## src/rtl/sio_cfg_pkg.sv

```systemverilog
package sio_cfg_pkg;
    typedef enum logic [1:0] {
        ST_LOCKED = 2'd0,
        ST_KEY1   = 2'd1,
        ST_OPEN   = 2'd2
    } cfg_state_e;

    localparam logic [7:0] KEY_ENTER  = 8'h87;
    localparam logic [7:0] KEY_EXIT   = 8'hAA;
    localparam logic [7:0] REG_LDN    = 8'h07;
    localparam logic [7:0] REG_ID_HI  = 8'h20;
    localparam logic [7:0] REG_ID_LO  = 8'h21;
    localparam logic [7:0] BANK_START = 8'h30;
    localparam logic [7:0] REG_ENABLE = 8'h30;
endpackage

```

## src/rtl/sio_cfg_unlock.sv

```systemverilog
module sio_cfg_unlock
    import sio_cfg_pkg::*;
(
    input  logic       clk,
    input  logic       rst_n,
    input  logic       idx_wr,
    input  logic [7:0] wdata,
    output cfg_state_e st,
    output logic       cfg_open
);
    cfg_state_e nxt;

    // state register
    always_ff @(posedge clk or negedge rst_n) begin
        if (!rst_n) st <= ST_LOCKED;
        else        st <= nxt;
    end

    // transitions
    always_comb begin
        nxt = st;
        unique case (st)
            ST_LOCKED: if (idx_wr && wdata == KEY_ENTER) nxt = ST_KEY1;
            ST_KEY1:   if (idx_wr) nxt = (wdata == KEY_ENTER) ? ST_OPEN : ST_LOCKED;
            ST_OPEN:   if (idx_wr && wdata == KEY_EXIT) nxt = ST_LOCKED;
            default:   nxt = ST_LOCKED;
        endcase
    end

    // outputs
    always_comb begin
        cfg_open = (st == ST_OPEN);
    end
endmodule

```

## src/rtl/sio_cfg_bank.sv

```systemverilog
module sio_cfg_bank
    import sio_cfg_pkg::*;
#(
    parameter int         EN_W   = 8,
    parameter logic [7:0] MY_LDN = 8'h07
) (
    input  logic            clk,
    input  logic            rst_n,
    input  logic [7:0]      ldn,
    input  logic [7:0]      index,
    input  logic [7:0]      wdata,
    input  logic            dat_wr,
    output logic [EN_W-1:0] enable,
    output logic [7:0]      rdata
);
    logic at_en;

    assign at_en = (ldn == MY_LDN) && (index == REG_ENABLE);

    always_ff @(posedge clk or negedge rst_n) begin
        if (!rst_n)                enable <= '0;
        else if (dat_wr && at_en)  enable <= wdata[EN_W-1:0];
    end

    always_comb begin
        rdata = 8'h00;
        if (at_en) rdata = 8'(enable);
    end
endmodule

```

## src/rtl/sio_cfg_port.sv

```systemverilog
module sio_cfg_port
    import sio_cfg_pkg::*;
#(
    parameter int          ADDR_W    = 16,
    parameter logic [15:0] BASE_LO   = 16'h002E,
    parameter logic [15:0] BASE_HI   = 16'h004E,
    parameter logic [11:0] CHIP_CODE = 12'hA23,
    parameter logic [3:0]  CHIP_REV  = 4'h5,
    parameter int          NUM_BANKS = 3,
    parameter logic [7:0]  FIRST_LDN = 8'h07,
    parameter int          EN_W      = 8,
    localparam int         OUT_W     = NUM_BANKS * EN_W
) (
    input  logic              clk,
    input  logic              rst_n,
    input  logic              base_sel,
    input  logic [ADDR_W-1:0] io_addr,
    input  logic              io_wr,
    input  logic [7:0]        io_wdata,
    output logic [7:0]        io_rdata,
    output logic [OUT_W-1:0]  dev_enable
);
    localparam logic [7:0] ID_HI = CHIP_CODE[11:4];
    localparam logic [7:0] ID_LO = {CHIP_CODE[3:0], CHIP_REV};

    cfg_state_e        st;
    logic              cfg_open;
    logic [ADDR_W-1:0] base_addr;
    logic              idx_hit, dat_hit, idx_wr, dat_wr;
    logic [7:0]        index_q, ldn_q;
    logic [7:0]        bank_rd [NUM_BANKS];
    logic [7:0]        bank_or;

    assign base_addr = base_sel ? ADDR_W'(BASE_HI) : ADDR_W'(BASE_LO);
    assign idx_hit   = (io_addr == base_addr);
    assign dat_hit   = (io_addr == base_addr + ADDR_W'(1));
    assign idx_wr    = io_wr && idx_hit;
    assign dat_wr    = io_wr && dat_hit && cfg_open;

    sio_cfg_unlock u_unlock (
        .clk      (clk),
        .rst_n    (rst_n),
        .idx_wr   (idx_wr),
        .wdata    (io_wdata),
        .st       (st),
        .cfg_open (cfg_open)
    );

    always_ff @(posedge clk or negedge rst_n) begin
        if (!rst_n) begin
            index_q <= 8'h00;
            ldn_q   <= 8'h00;
        end else begin
            if (idx_wr && cfg_open && io_wdata != KEY_EXIT) index_q <= io_wdata;
            if (dat_wr && index_q == REG_LDN)               ldn_q   <= io_wdata;
        end
    end

    for (genvar g = 0; g < NUM_BANKS; g++) begin : g_bank
        sio_cfg_bank #(
            .EN_W   (EN_W),
            .MY_LDN (FIRST_LDN + 8'(g))
        ) u_bank (
            .clk    (clk),
            .rst_n  (rst_n),
            .ldn    (ldn_q),
            .index  (index_q),
            .wdata  (io_wdata),
            .dat_wr (dat_wr),
            .enable (dev_enable[g*EN_W +: EN_W]),
            .rdata  (bank_rd[g])
        );
    end

    always_comb begin
        bank_or = 8'h00;
        for (int k = 0; k < NUM_BANKS; k++) bank_or = bank_or | bank_rd[k];
    end

    always_comb begin
        io_rdata = 8'hFF;
        if (idx_hit) begin
            io_rdata = cfg_open ? index_q : 8'hFF;
        end else if (dat_hit && cfg_open) begin
            if (index_q >= BANK_START) begin
                io_rdata = bank_or;
            end else begin
                unique case (index_q)
                    REG_LDN:   io_rdata = ldn_q;
                    REG_ID_HI: io_rdata = ID_HI;
                    REG_ID_LO: io_rdata = ID_LO;
                    default:   io_rdata = 8'h00;
                endcase
            end
        end
    end
endmodule

```

## config.mk

```make
export PLATFORM = sky130hd
export DESIGN_NAME = sio_cfg_port
export DESIGN_NICKNAME = d
export VERILOG_FILES = /design/src/rtl/sio_cfg_pkg.sv /design/src/rtl/sio_cfg_unlock.sv /design/src/rtl/sio_cfg_bank.sv /design/src/rtl/sio_cfg_port.sv
export SDC_FILE = /design/constraint.sdc
export NUM_CORES = 1
export LEC_CHECK = 0
export BUFFER_PORTS_ARGS = -buffer_cell sky130_fd_sc_hd__buf_2
export CAP_MARGIN = 20
export CORE_MARGIN = 1
export CORE_UTILIZATION = 35
export DETAILED_ROUTE_END_ITERATION = 10
export PLACE_DENSITY = 0.64
export REMOVE_ABC_BUFFERS = 1
export SYNTH_ARGS = -nofsm -noshare
export SYNTH_HDL_FRONTEND = slang
export SYNTH_SLANG_ARGS = --single-unit
```

## constraint.sdc

```tcl
create_clock -name clk -period 3.23 [get_ports clk]
set_input_delay 0.4845 -clock clk [delete_from_list [all_inputs] [get_ports clk]]
set_output_delay 0.4845 -clock clk [all_outputs]
set_load 0.01 [all_outputs]
```

==> flow_summary_export.csv <==
group,metric,value,unit
worst_setup_path,r2r_slack,370,ps
sta,period_share,0.936,
sta,rsz0062_at_grt,"no",
global_routing,first_global_vias,1829,
layout,drive_gt1_frac,0.502,
global_routing,use_met1,0.265,
place,place_area,0.00269,sq mm
global_routing,grt_use_met3,0.0344,
synth,synth_seq_area_share,0.472,
floorplanning,fp.coreArea,0.00603,sq mm
drt,dr.pass1.iters,4,
global_routing,grt_max_degree,43,
synth,synth_top_cell_area_share,0.472,
power_and_ir_drop,p_per_area,332,mW/mm^2
drt,initialDrtViolationCount,142,
floorplanning,ios,60,
layout,diodes,0,
clock_tree,cts_sinks,42,
clock_tree,cts_tree,"yes",
drt,drc,0,
drt,drt-total-wl,5.76,mm
worst_setup_path,cpMaxStageDelayCell,"or4_1",
layout,nNetsFinal,276,
floorplanning,fp.dieW,81.8,microns
sta,worstMarginPinSlew,937,ps
sta,setup_viol,0,
worst_setup_path,path_cells,"or4_1 -> nor4_4 -> a222oi_1 -> a32oi_1 -> buf_2",
clock_tree,cts-hold-fix-buffers,0,
clock_tree,cts_max_level,2,
place,placedCellCount,316,
worst_setup_path,slowest_delay,670,ps
synth,ys_warn_count,0,
layout,final_cells,324,
global_routing,overflow,0,
clock_tree,cts-root-buf,"clkbuf_8",
clock_tree,cts-resized-gates,0,
worst_setup_path,crit_required,2750,ps
layout,fill_cells,561,
place,finalWeightedCongestion,0.823,
global_routing,top_usage_layer,"met2",
global_routing,use_met2,0.308,
layout,ff_latch_area,0.00105,sq mm
synth,synthTopCellsByArea,"dfrtp_1, mux2_2, nor4b_4, a32oi_1, nor4_4",
hold_path,hold_class,"input pin to asynchronous set/reset pin",
drt,final_antenna_net_count,0,
power_and_ir_drop,vdd_ir_drop_max,0.000233,V
floorplanning,die_h,81.8,microns
clock_tree,postCtsSetupBuffers,0,
layout,multi_input_area,0.00113,sq mm
floorplanning,start_util,0.370,
drt,wire_per_inst,17.8,microns
floorplanning,rows,28,
drt,dr_total_vias,1802,
synth,yosys_register_bits,42,
floorplanning,die_area,0.00669,sq mm
place,io_buffer_count,59,
clock_tree,clk_latency,290,ps
run,cap_violations,0,
synth,avgSynthCellArea,12.9,sq um
clock_tree,clockBufferDepth,2,
worst_setup_path,crit_arrival,2540,ps
sta,relSlewSlack,0.375,
global_routing,grtUsageTotal,0.192,
layout,syn_to_final_growth,24.9,%
clock_tree,cts_buffers,5,
place,pre_cts_slack,382,ps
run_status,status,"finished clean",
global_routing,grt_pass1_wl,9.49,mm
sta,fmax,331,MHz
sta,slew_violations,0,
synth,syn_area,0.00223,sq mm
power_and_ir_drop,p_leak,1.31,nW
worst_setup_path,cp-end-kind,"output port",
sta,finalSetupTns,0,ps
synth,yosysTopAreaCell,"dfrtp_1",
drt,viasPerCell,5.56,
sta,fin_ws,206,ps
worst_setup_path,critPathLaunchType,"flip-flop",
worst_setup_path,critPathKind,"flip-flop to output port",
synth,syn_inst,173,
clock_tree,clkSlewWorstSetupHoldPaths,80,ps
layout,fin_area,0.00278,sq mm
sta,hold_viol,0,
global_routing,antenna_found_initial,0,
sta,post-route-min-period,3020,ps
worst_setup_path,path_max_fanout,9,
sta,clock_skew,7.30,ps
synth,synth_cell_type_count,36,
place,dp_hpwl,4.36,mm
[synthesized netlist by cell type, drive strengths merged]
cell	n
dfrtp	42
mux2	40
inv	10
nand2	9
a32oi	8
nor4	8
a211oi	5
a222oi	5
nor3	5
a22oi	3
and4	3
nand4	3
nor4b	3
or4b	3
or4bb	3
a21oi	2
and3b	2
nand4b	2
nor2	2
o21a	2
o21ai	2
or4	2
and3	1
and4b	1
buf	1
clkbuf	1
nand4bb	1
nor2b	1
nor3b	1
o2111a	1
o31ai	1
[cells in the final DEF (no fill, tap or decap), types with 4 or more instances in the layout]
cell,count
a211oi_1,5
dfrtp_1,42
mux2_2,38
nor3_1,5
clkbuf_8,6
nand2_1,9
nor4_1,4
inv_1,10
a32oi_1,8
buf_4,11
a222oi_1,5
buf_2,59
[cell type report]
cell class | instances | share of cell area
Sequential cell | 42 | 0.378
Multi-Input combinational cell | 119 | 0.406
Inverter | 10 | 0.0135
Timing Repair Buffer | 70 | 0.136
Clock inverter | 1 | 0.00180
Clock buffer | 7 | 0.0310
Tap cell | 75 | 0.0337
[critical path, delay by kind of cell, from the launching register on]
| kind | cells | cell delay [ps] |
|---|---|---|
| buf+inv | 1 | 170 |
| flops | 1 | 390 |
| simple gates | 2 | 1240 |
| compound gates | 2 | 430 |
[metrics by stage]
stage | total power [mW] | utilization | hold WS, ps
2_1_floorplan | 0.547 | - | 189
3_3_place_gp | 0.586 | 0.447 | 501
3_5_place_dp | 0.586 | 0.447 | 494
4_1_cts | 0.932 | 0.462 | 360
5_1_grt | 0.957 | 0.462 | 407
6_report | 0.925 | 0.462 | 326
[logic make-up after synthesis]
group	share of synthesized area
simple gates	0.200
flops	0.472
mux	0.202
compound gates	0.105
buf+inv	0.0208
[layer usage]
metal | part of all wire | vias up | wire length [microns]
li1 | - | 847 | -
met1 | 0.48 | 902 | 2790
met2 | 0.46 | 47 | 2670
met3 | 0.042 | 6 | 242
met4 | 0.010 | 0 | 59
met5 | 0 | - | 0
[final timing paths]
kind,from,end,depth (start not counted)
max,ldn_q[6],io_rdata[7],5
min,rst_n,ldn_q[0],1
max reg2reg,ldn_q[6],g_bank[0].u_bank.enable[7],4
min reg2reg,g_bank[0].u_bank.enable[4],g_bank[0].u_bank.enable[4],1
max in group asynchronous,rst_n,g_bank[0].u_bank.enable[5],1
min in group clk,io_wdata[4],g_bank[0].u_bank.enable[4],2
[registers in the layout, indices dropped and copies added (netlist names)]
signal                count
g_bank.u_bank.enable     24
index_q                   8
ldn_q                     8
u_unlock.st               2
[where the power goes]
part / internal (mW) / total (mW) / switching (mW)
clock: 0.173 / 0.350 / 0.177
combinational: 0.0177 / 0.0496 / 0.0319
sequential: 0.525 / 0.525 / 0.0000402
Note: power is estimated with default switching activity, not from simulation.
